File: src/rtl/cmdq_pkg.sv
package cmdq_pkg;
  localparam int ENTRY_SHIFT = 5;       // 32-byte ring entries
  localparam int OPC_W       = 8;
  localparam logic [OPC_W-1:0] OPC_FIRST = 8'h01;
  localparam logic [OPC_W-1:0] OPC_LAST  = 8'h0F;

  typedef enum logic [2:0] {
    S_IDLE,
    S_REQ,
    S_RSP,
    S_DISP,
    S_WAIT
  } seq_state_t;
endpackage

File: src/rtl/cmdq_decode.sv
module cmdq_decode
  import cmdq_pkg::*;
(
  input  logic [OPC_W-1:0] opcode,
  output logic             known
);
  always_comb begin
    known = (opcode >= OPC_FIRST) && (opcode <= OPC_LAST);
  end
endmodule

File: src/rtl/cmdq_addr.sv
module cmdq_addr
  import cmdq_pkg::*;
#(
  parameter int ADDR_W = 48,
  parameter int IDX_W  = 6
) (
  input  logic [ADDR_W-1:0] base,
  input  logic [IDX_W-1:0]  index,
  output logic [ADDR_W-1:0] addr
);
  always_comb begin
    addr = base + (ADDR_W'(index) << ENTRY_SHIFT);
  end
endmodule

File: src/rtl/cmdq_ptr.sv
module cmdq_ptr #(
  parameter int IDX_W = 6
) (
  input  logic             clk,
  input  logic             rst,
  input  logic [IDX_W:0]   count,
  input  logic             advance,
  input  logic             set_stall,
  input  logic             clear_stall,
  output logic [IDX_W-1:0] rd_q,
  output logic             stall_q
);
  logic [IDX_W:0]   inc;
  logic [IDX_W-1:0] rd_d;
  logic             stall_d;

  always_comb begin
    inc  = {1'b0, rd_q} + 1'b1;
    rd_d = rd_q;
    if (advance) begin
      rd_d = (inc >= count) ? '0 : inc[IDX_W-1:0];
    end
    stall_d = stall_q;
    if (set_stall) begin
      stall_d = 1'b1;
    end else if (clear_stall) begin
      stall_d = 1'b0;
    end
  end

  always_ff @(posedge clk) begin
    if (rst) begin
      rd_q    <= '0;
      stall_q <= 1'b0;
    end else begin
      rd_q    <= rd_d;
      stall_q <= stall_d;
    end
  end

  // the offset only moves as the result of an advance request
  a_r6_move_on_advance: assert property (@(posedge clk) disable iff (rst)
    !$stable(rd_q) |-> $past(advance));
  // the flag is sticky until cleared
  a_r9_sticky_stall: assert property (@(posedge clk) disable iff (rst)
    stall_q && !clear_stall |=> stall_q);
  // a raised flag never coincides with a move of the offset
  a_r8_hold_on_stall: assert property (@(posedge clk) disable iff (rst)
    $rose(stall_q) |-> $stable(rd_q));
endmodule

File: src/rtl/cmdq_seq.sv
module cmdq_seq
  import cmdq_pkg::*;
#(
  parameter int WORD_W = 64
) (
  input  logic              clk,
  input  logic              rst,
  input  logic              pending,
  input  logic              stalled,
  input  logic              mem_req_ready,
  input  logic              mem_rsp_valid,
  input  logic              mem_rsp_err,
  input  logic [WORD_W-1:0] mem_rsp_data,
  input  logic              rsp_known,
  input  logic              hnd_ready,
  input  logic              done_valid,
  input  logic              done_stall,
  output logic              mem_req_valid,
  output logic              mem_rsp_ready,
  output logic              hnd_valid,
  output logic              done_ready,
  output logic              advance,
  output logic              set_stall,
  output logic [WORD_W-1:0] cmd_word
);
  seq_state_t state_q, state_d;
  logic [WORD_W-1:0] word_q, word_d;

  always_comb begin
    state_d   = state_q;
    word_d    = word_q;
    advance   = 1'b0;
    set_stall = 1'b0;
    unique case (state_q)
      S_IDLE: if (pending && !stalled) state_d = S_REQ;
      S_REQ:  if (mem_req_ready) state_d = S_RSP;
      S_RSP: begin
        if (mem_rsp_valid) begin
          if (mem_rsp_err) begin
            set_stall = 1'b1;
            state_d   = S_IDLE;
          end else if (rsp_known) begin
            word_d  = mem_rsp_data;
            state_d = S_DISP;
          end else begin
            advance = 1'b1;
            state_d = S_IDLE;
          end
        end
      end
      S_DISP: if (hnd_ready) state_d = S_WAIT;
      S_WAIT: begin
        if (done_valid) begin
          if (done_stall) set_stall = 1'b1;
          else            advance   = 1'b1;
          state_d = S_IDLE;
        end
      end
      default: state_d = S_IDLE;
    endcase
  end

  always_ff @(posedge clk) begin
    if (rst) begin
      state_q <= S_IDLE;
      word_q  <= '0;
    end else begin
      state_q <= state_d;
      word_q  <= word_d;
    end
  end

  assign mem_req_valid = (state_q == S_REQ);
  assign mem_rsp_ready = (state_q == S_RSP);
  assign hnd_valid     = (state_q == S_DISP);
  assign done_ready    = (state_q == S_WAIT);
  assign cmd_word      = word_q;

  // a single transaction phase at a time
  a_r3_one_phase: assert property (@(posedge clk) disable iff (rst)
    $onehot0({mem_req_valid, mem_rsp_ready, hnd_valid, done_ready}));
  // a fetch starts only when work was pending
  a_r2_fetch_needs_work: assert property (@(posedge clk) disable iff (rst)
    $rose(mem_req_valid) |-> $past(pending) && !$past(stalled));
  // dispatch payload held until accepted
  a_r10_hnd_hold: assert property (@(posedge clk) disable iff (rst)
    hnd_valid && !hnd_ready |=> hnd_valid && $stable(cmd_word));
endmodule

File: src/rtl/cmdq_drain.sv
module cmdq_drain
  import cmdq_pkg::*;
#(
  parameter int ADDR_W = 48,
  parameter int IDX_W  = 6,
  parameter int WORD_W = 64
) (
  input  logic              clk,
  input  logic              rst,
  input  logic [ADDR_W-1:0] cfg_base,
  input  logic [IDX_W:0]    cfg_count,
  input  logic [IDX_W-1:0]  wr_offset,
  input  logic              stall_clear,
  output logic [IDX_W-1:0]  rd_offset,
  output logic              stalled,
  output logic              mem_req_valid,
  input  logic              mem_req_ready,
  output logic [ADDR_W-1:0] mem_req_addr,
  input  logic              mem_rsp_valid,
  output logic              mem_rsp_ready,
  input  logic [WORD_W-1:0] mem_rsp_data,
  input  logic              mem_rsp_err,
  output logic              hnd_valid,
  input  logic              hnd_ready,
  output logic [7:0]        hnd_opcode,
  output logic [WORD_W-1:0] hnd_word,
  output logic [IDX_W-1:0]  hnd_offset,
  input  logic              done_valid,
  output logic              done_ready,
  input  logic              done_stall
);
  logic              advance;
  logic              set_stall;
  logic              rsp_known;
  logic [WORD_W-1:0] cmd_word;
  logic              pending;

  assign pending = (rd_offset != wr_offset);

  cmdq_ptr #(.IDX_W(IDX_W)) u_ptr (
    .clk(clk), .rst(rst), .count(cfg_count), .advance(advance),
    .set_stall(set_stall), .clear_stall(stall_clear),
    .rd_q(rd_offset), .stall_q(stalled)
  );

  cmdq_addr #(.ADDR_W(ADDR_W), .IDX_W(IDX_W)) u_addr (
    .base(cfg_base), .index(rd_offset), .addr(mem_req_addr)
  );

  cmdq_decode u_dec (
    .opcode(mem_rsp_data[OPC_W-1:0]), .known(rsp_known)
  );

  cmdq_seq #(.WORD_W(WORD_W)) u_seq (
    .clk(clk), .rst(rst), .pending(pending), .stalled(stalled),
    .mem_req_ready(mem_req_ready), .mem_rsp_valid(mem_rsp_valid),
    .mem_rsp_err(mem_rsp_err), .mem_rsp_data(mem_rsp_data),
    .rsp_known(rsp_known), .hnd_ready(hnd_ready),
    .done_valid(done_valid), .done_stall(done_stall),
    .mem_req_valid(mem_req_valid), .mem_rsp_ready(mem_rsp_ready),
    .hnd_valid(hnd_valid), .done_ready(done_ready),
    .advance(advance), .set_stall(set_stall), .cmd_word(cmd_word)
  );

  assign hnd_word   = cmd_word;
  assign hnd_opcode = cmd_word[OPC_W-1:0];
  assign hnd_offset = rd_offset;

  // only recognised opcodes reach the handler
  a_r4_known_dispatch: assert property (@(posedge clk) disable iff (rst)
    hnd_valid |-> (hnd_opcode >= OPC_FIRST) && (hnd_opcode <= OPC_LAST));
  // a faulted fetch freezes the ring on the same entry
  a_r7_fault_stalls: assert property (@(posedge clk) disable iff (rst)
    mem_rsp_valid && mem_rsp_ready && mem_rsp_err |=> stalled && $stable(rd_offset));
  // no fetch while frozen
  a_r9_quiet_when_stalled: assert property (@(posedge clk) disable iff (rst)
    stalled |-> !mem_req_valid);
  // request address held until accepted
  a_r10_req_hold: assert property (@(posedge clk) disable iff (rst)
    mem_req_valid && !mem_req_ready |=> mem_req_valid && $stable(mem_req_addr));
endmodule

File: config.mk
export PLATFORM = sky130hd
export DESIGN_NAME = cmdq_drain
export DESIGN_NICKNAME = d
export VERILOG_FILES = /design/src/rtl/cmdq_pkg.sv /design/src/rtl/cmdq_decode.sv /design/src/rtl/cmdq_addr.sv /design/src/rtl/cmdq_ptr.sv /design/src/rtl/cmdq_seq.sv /design/src/rtl/cmdq_drain.sv
export SDC_FILE = /design/constraint.sdc
export NUM_CORES = 1
export LEC_CHECK = 0
export BUFFER_PORTS_ARGS = -buffer_cell sky130_fd_sc_hd__clkbuf_2
export CELL_PAD_IN_SITES_DETAIL_PLACEMENT = 0
export CELL_PAD_IN_SITES_GLOBAL_PLACEMENT = 1
export CORE_UTILIZATION = 31
export CTS_CLUSTER_DIAMETER = 80
export DETAILED_ROUTE_END_ITERATION = 7
export PLACE_DENSITY = 0.83
export SYNTH_ARGS = -nofsm -noshare
export SYNTH_HDL_FRONTEND = slang
export SYNTH_SLANG_ARGS = --single-unit
File: constraint.sdc
create_clock -name clk -period 4.1 [get_ports clk]
set_input_delay 0.82 -clock clk [delete_from_list [all_inputs] [get_ports clk]]
set_output_delay 0.82 -clock clk [all_outputs]
set_load 0.005 [all_outputs]
# Yosys cells after proc, flatten, opt, wreduce, memory -nomap -nowiden
# Cells that the tools add are included.
dict set report classes {
  n_eq_ne 10
  n_bitwise 1
  reduce_logical 7
  mux 22
  magnitude_cmp 3
  addsub 2
}
# op count
set ops {}
lappend ops {{$add 48x11->48} 1}
lappend ops {{$mux 3} 6}
lappend ops {{$pmux 3 s5} 1}
lappend ops {{$mux 1} 11}
lappend ops {{$ge 8x1->1 const B} 1}
lappend ops {{$le 8x4->1 const B} 1}
lappend ops {{$add 6x1->7 const B} 1}
lappend ops {{$ge 7x7->1} 1}
lappend ops {{$eq 3x2->1 const B} 2}
lappend ops {{$mux 6} 1}
lappend ops {{$ne 2x1->1 const B} 3}
lappend ops {{$ne 6x6->1} 1}
lappend ops {{$reduce_and 5->1} 1}
lappend ops {{$ne 2x2->1 const B} 2}
lappend ops {{$pmux 1 s2} 2}
lappend ops {{$reduce_and 4->1} 1}
lappend ops {{$eq 3x1->1 const B} 1}
lappend ops {{$eq 3x3->1 const B} 1}
lappend ops {{$logic_not 3->1} 1}
lappend ops {{$logic_and 1x1->1} 2}
lappend ops {{$mux 2} 1}
lappend ops {{$reduce_bool 2->1} 1}
lappend ops {{$logic_not 1->1} 1}
lappend ops {{$not 1->1} 1}
dict set report totals {
  regBits 74
  output_inout_bits 137
}

# Logic depth before layout (Yosys ltp)
dict set report depth {
  depth_word 6
  ltp_mapped 9
}

# Modules after synthesis
# From an unflattened synthesis, not the netlist that was laid out.
dict set report hier_totals {
  cells_unflattened 551
  area_unflattened_um2 4788.3
}
# module seq_area_each_um2 area_per_inst_um2 instances cells_each
set modules_own_cells {}
lappend modules_own_cells {cmdq_seq 1341.3 2976.6 1 315}
lappend modules_own_cells {cmdq_addr 0.0 1078.5 1 145}
lappend modules_own_cells {cmdq_ptr 140.1 546.8 1 66}
lappend modules_own_cells {cmdq_drain 0.0 168.9 1 22}
lappend modules_own_cells {cmdq_decode 0.0 17.5 1 3}

# Worst setup path after synthesis
# No wires, ideal clock.
dict set report synth_path {
  path_type {input -> output}
  start {in cfg_base[5]}
  end {out mem_req_addr[23]}
  path_buffers 1
  setup_slack_ns 0.759
  stages 8
  arrival_ns 2.521
  cell_sequence {ha_1 > fa_1 > a211oi_1 > o21ai_0 > and2_1 > buf_2 > nand4_1 > xnor2_1}
}
dict set report synth_via {
  elab_chain_cells 1
}
# element line_no
set synth_rtl {}
lappend synth_rtl {{from (decl)} cmdq_drain.sv:10} ;# input logic [ADDR_W-1:0] cfg_base,
lappend synth_rtl {{$add 48x11->48} cmdq_addr.sv:12} ;# addr = base + (ADDR_W'(index) << ENTRY_SHIFT);
lappend synth_rtl {{to (decl)} cmdq_drain.sv:18} ;# output logic [ADDR_W-1:0] mem_req_addr,
# Every way passes these cells.

# Final worst setup path
# Same ends and word-level chain as after synthesis.

==> results_dict.tcl <==
set metrics [dict create \
    vias 4538 \
    worstSkewPairLatency_ns 0.33 \
    netlist-cell-type-count 47 \
    floorplan.io_pins 271 \
    wl_um 13400 \
    clock-root-buffer "clkbuf_16" \
    worstReg2RegStart "u_ptr.rd_q[1]" \
    groute.usage.overall_pct 18.3 \
    criticalPathCategory "in2out" \
    antenna_cells_inserted 0 \
    synth-seq-area-share_pct 34.9 \
    fraction_of_final_layout_cells_with_drive_strength_greater_than_1_pct 37.5 \
    grt_pass1_wl_um 20800 \
    dieArea_mm2 0.0142 \
    first_iter_violations 244 \
    final_max_slew_viol_count 0 \
    dp_worst_setup_slack_ns 0.362 \
    numPortBuffers 260 \
    worst_setup_path_start_kind "input pin" \
    syn_area_per_cell_um2 7.74 \
    yosys_register_bits 74 \
    grt_pass1_vias 4190 \
    min-delay-start "u_seq.cmd_word[23]" \
    finalHoldViolCount 0 \
    postSynth.topFlopCell "dfxtp_1" \
    yosysMostFrequentCell "nand2_1" \
    worstPathArrival_ns 2.87 \
    maxClockFrequency_mhz 271 \
    rows 42 \
    finalSetupViolations 0 \
    global_route.overflow_total 0 \
    post_cts_resized 0 \
    grt_max_degree 75 \
    final.setup_skew_ns 0.00773 \
    critical_path_required_ns 3.28 \
    synth_async_sr_flop_share_pct 0 \
    p_leak_nw 2.63 \
    power-per-cell-area_mw_per_mm2 303 \
    final_area_mm2 0.00575 \
    netlist_top_cells_area "dfxtp_1, nand2_1, a21oi_1" \
    postLayoutSetupSlackWorst_ns 0.410 \
    route.detailed.wl_per_inst_um 13.9 \
    dp_hpwl_um 10300 \
    synth_largest_area_cell "dfxtp_1" \
    finalHoldWorstSlack_ns 0.450 \
    synth_warn 0 \
    hold_path_depth 2 \
    worst-path-buf-inv 2 \
    period_share_pct 90.0 \
    irDropWorstVdd_mv 0.211 \
    timing.setup.tns_ns 0 \
    htree_levels 3 \
    initial_utilization_pct 32.0 \
    cts.sink_count 74 \
    drt_drc_violations_left 0 \
    path_common_cell "clkbuf_2" \
    clk_pin_slew_worst_paths_ns 0.06 \
    floorplan.core_area_mm2 0.0133 \
    final_antenna_net_count 0 \
    cts_inserted_buffers 9 \
    detail_route.first_pass.iterations 4 \
    die-height_um 119 \
    max_slew.worst_pin.slew_ns 0.811 \
    synth_top_area_share_pct 34.9 \
    num-nets-final 928 \
    place.detailed.instances 944 \
    endpoint_kind "output port" \
    syn_to_final_growth_pct 35.3 \
    max_stage_delay_ns 0.43 \
    num-fill-cells 1405 \
    synth_edf_count 0 \
    synth_cells 549 \
    routability_congestion_estimate_from_global_placement 0.941 \
    timing.max_cap.violations 0 \
    critPathMaxFanout 9 \
    postCtsSetupBuffers 0 \
    final-instance-count-excl-fill 960 \
    postCtsHoldBufs 0 \
    critical_path.cell_chain "clkbuf_2, ha_1, fa_1, a211oi_1, o21ai_0, and2_1, nand4_1, xnor2_1, clkbuf_2" \
    worst_path_max_delay_cell "fa_1" \
    setup_repair_after_global_routing_missed_its_margin "no" \
    yosys-top-cells-count "nand2_1, dfxtp_1, a21oi_1" \
    post_dp_cell_area_mm2 0.00548 \
    slew_headroom_pct 46.0 \
    critical_path.startpoint "cfg_base[5]" \
    final_period_demand_of_the_worst_path_ns 3.69 \
    viasPerCell 4.73 \
    cp_num_cells 9 \
    post_synth_instance_area_mm2 0.00425 \
    number_of_antenna_violations_at_the_first_check_in_global_routing 0 \
    dieWidth_um 119 \
    cts_max_path_buffers 2 \
    outcome "finished, final reports clean" \
    worst_path_dominant_cell_family "adder cells" \
    timing.reg2reg.worst_path_depth 9 \
    cts_tree "done" \
    worstHoldPathType "reg2reg" \
    synth.net_count 698 \
]
-- sequential cells by signal, summed over array words and instances, names as in the netlist --
register	flops
u_ptr.rd_q	6
u_ptr.stall_q	1
u_seq.cmd_word	64
u_seq.state_q	3
-- worst paths after layout --
check	end	slack, ns
setup reg to reg	u_ptr.rd_q[3]	1.54
setup / recovery	mem_req_addr[23]	0.41
hold reg to reg	u_seq.cmd_word[23]	0.45
hold / removal	u_seq.cmd_word[23]	0.45
-- per-stage QoR --
step | utilization, % | power (W)
5_1_grt | 43.3 | 0.00183
2_1_floorplan | - | 0.000899
3_5_place_dp | 41.2 | 0.00104
4_1_cts | 43.3 | 0.00177
6_report | 43.3 | 0.00174
3_3_place_gp | 41.2 | 0.00104
-- report_power, final --
part,switching [W],leakage (nW),internal (W)
logic,0.000136,1.90,0.000131
registers,0.0000203,0.596,0.000731
clock network,0.000310,0.130,0.000413
total,0.000466,2.63,0.00128
-- routing by layer --
metal,part of all wire (%),wire (µm),GRT usage [%],vias to the layer above
li1,-,-,-,2305
met1,40,5400,19.8,2029
met2,50,6630,33.1,184
met3,8.2,1100,6.03,20
met4,1.8,245,6.01,0
met5,0,0,0,-
-- area by class of cell --
class                           instances  area [µm²]  area share [%]
Clock buffer                           11         233            4.05
Clock inverter                          5        38.8           0.674
Inverter                               17        63.8            1.11
Multi-Input combinational cell        409        2350            40.9
Sequential cell                        74        1480            25.8
Tap cell                              176         220            3.83
Timing Repair Buffer                  268        1360            23.7
-- worst min-delay path: cells and delay by family (launching register included) --
kind             cells  cell delay [ns]
flip-flops           1             0.31
AO/OA/AOI/OAI        1             0.05
AND/OR/NAND/NOR      1             0.05
-- cell usage in the layout (no fill, tap or decap), types with 8 or more instances in the layout --
cell,instances
nand4_1,23
ha_1,14
xor2_1,12
nand2_1,140
clkbuf_16,9
a21oi_1,67
clkbuf_2,260
inv_1,17
xnor2_1,38
nand3_1,21
dfxtp_1,74
nor2_1,18
nor3_1,8
buf_4,8
-- logic make-up (layout without fill, tap and decap cells) --
family	after synthesis	count (layout)	share of synthesized area, %
simple gates	245	245	26.8
mux	2	2	0.471
fa+ha+maj	15	15	4.59
compound gates	97	97	13.1
xor+xnor	50	50	10.3
flops	74	74	34.9
buf+inv	66	301	9.83
Note: power is estimated with default switching activity, not from simulation.
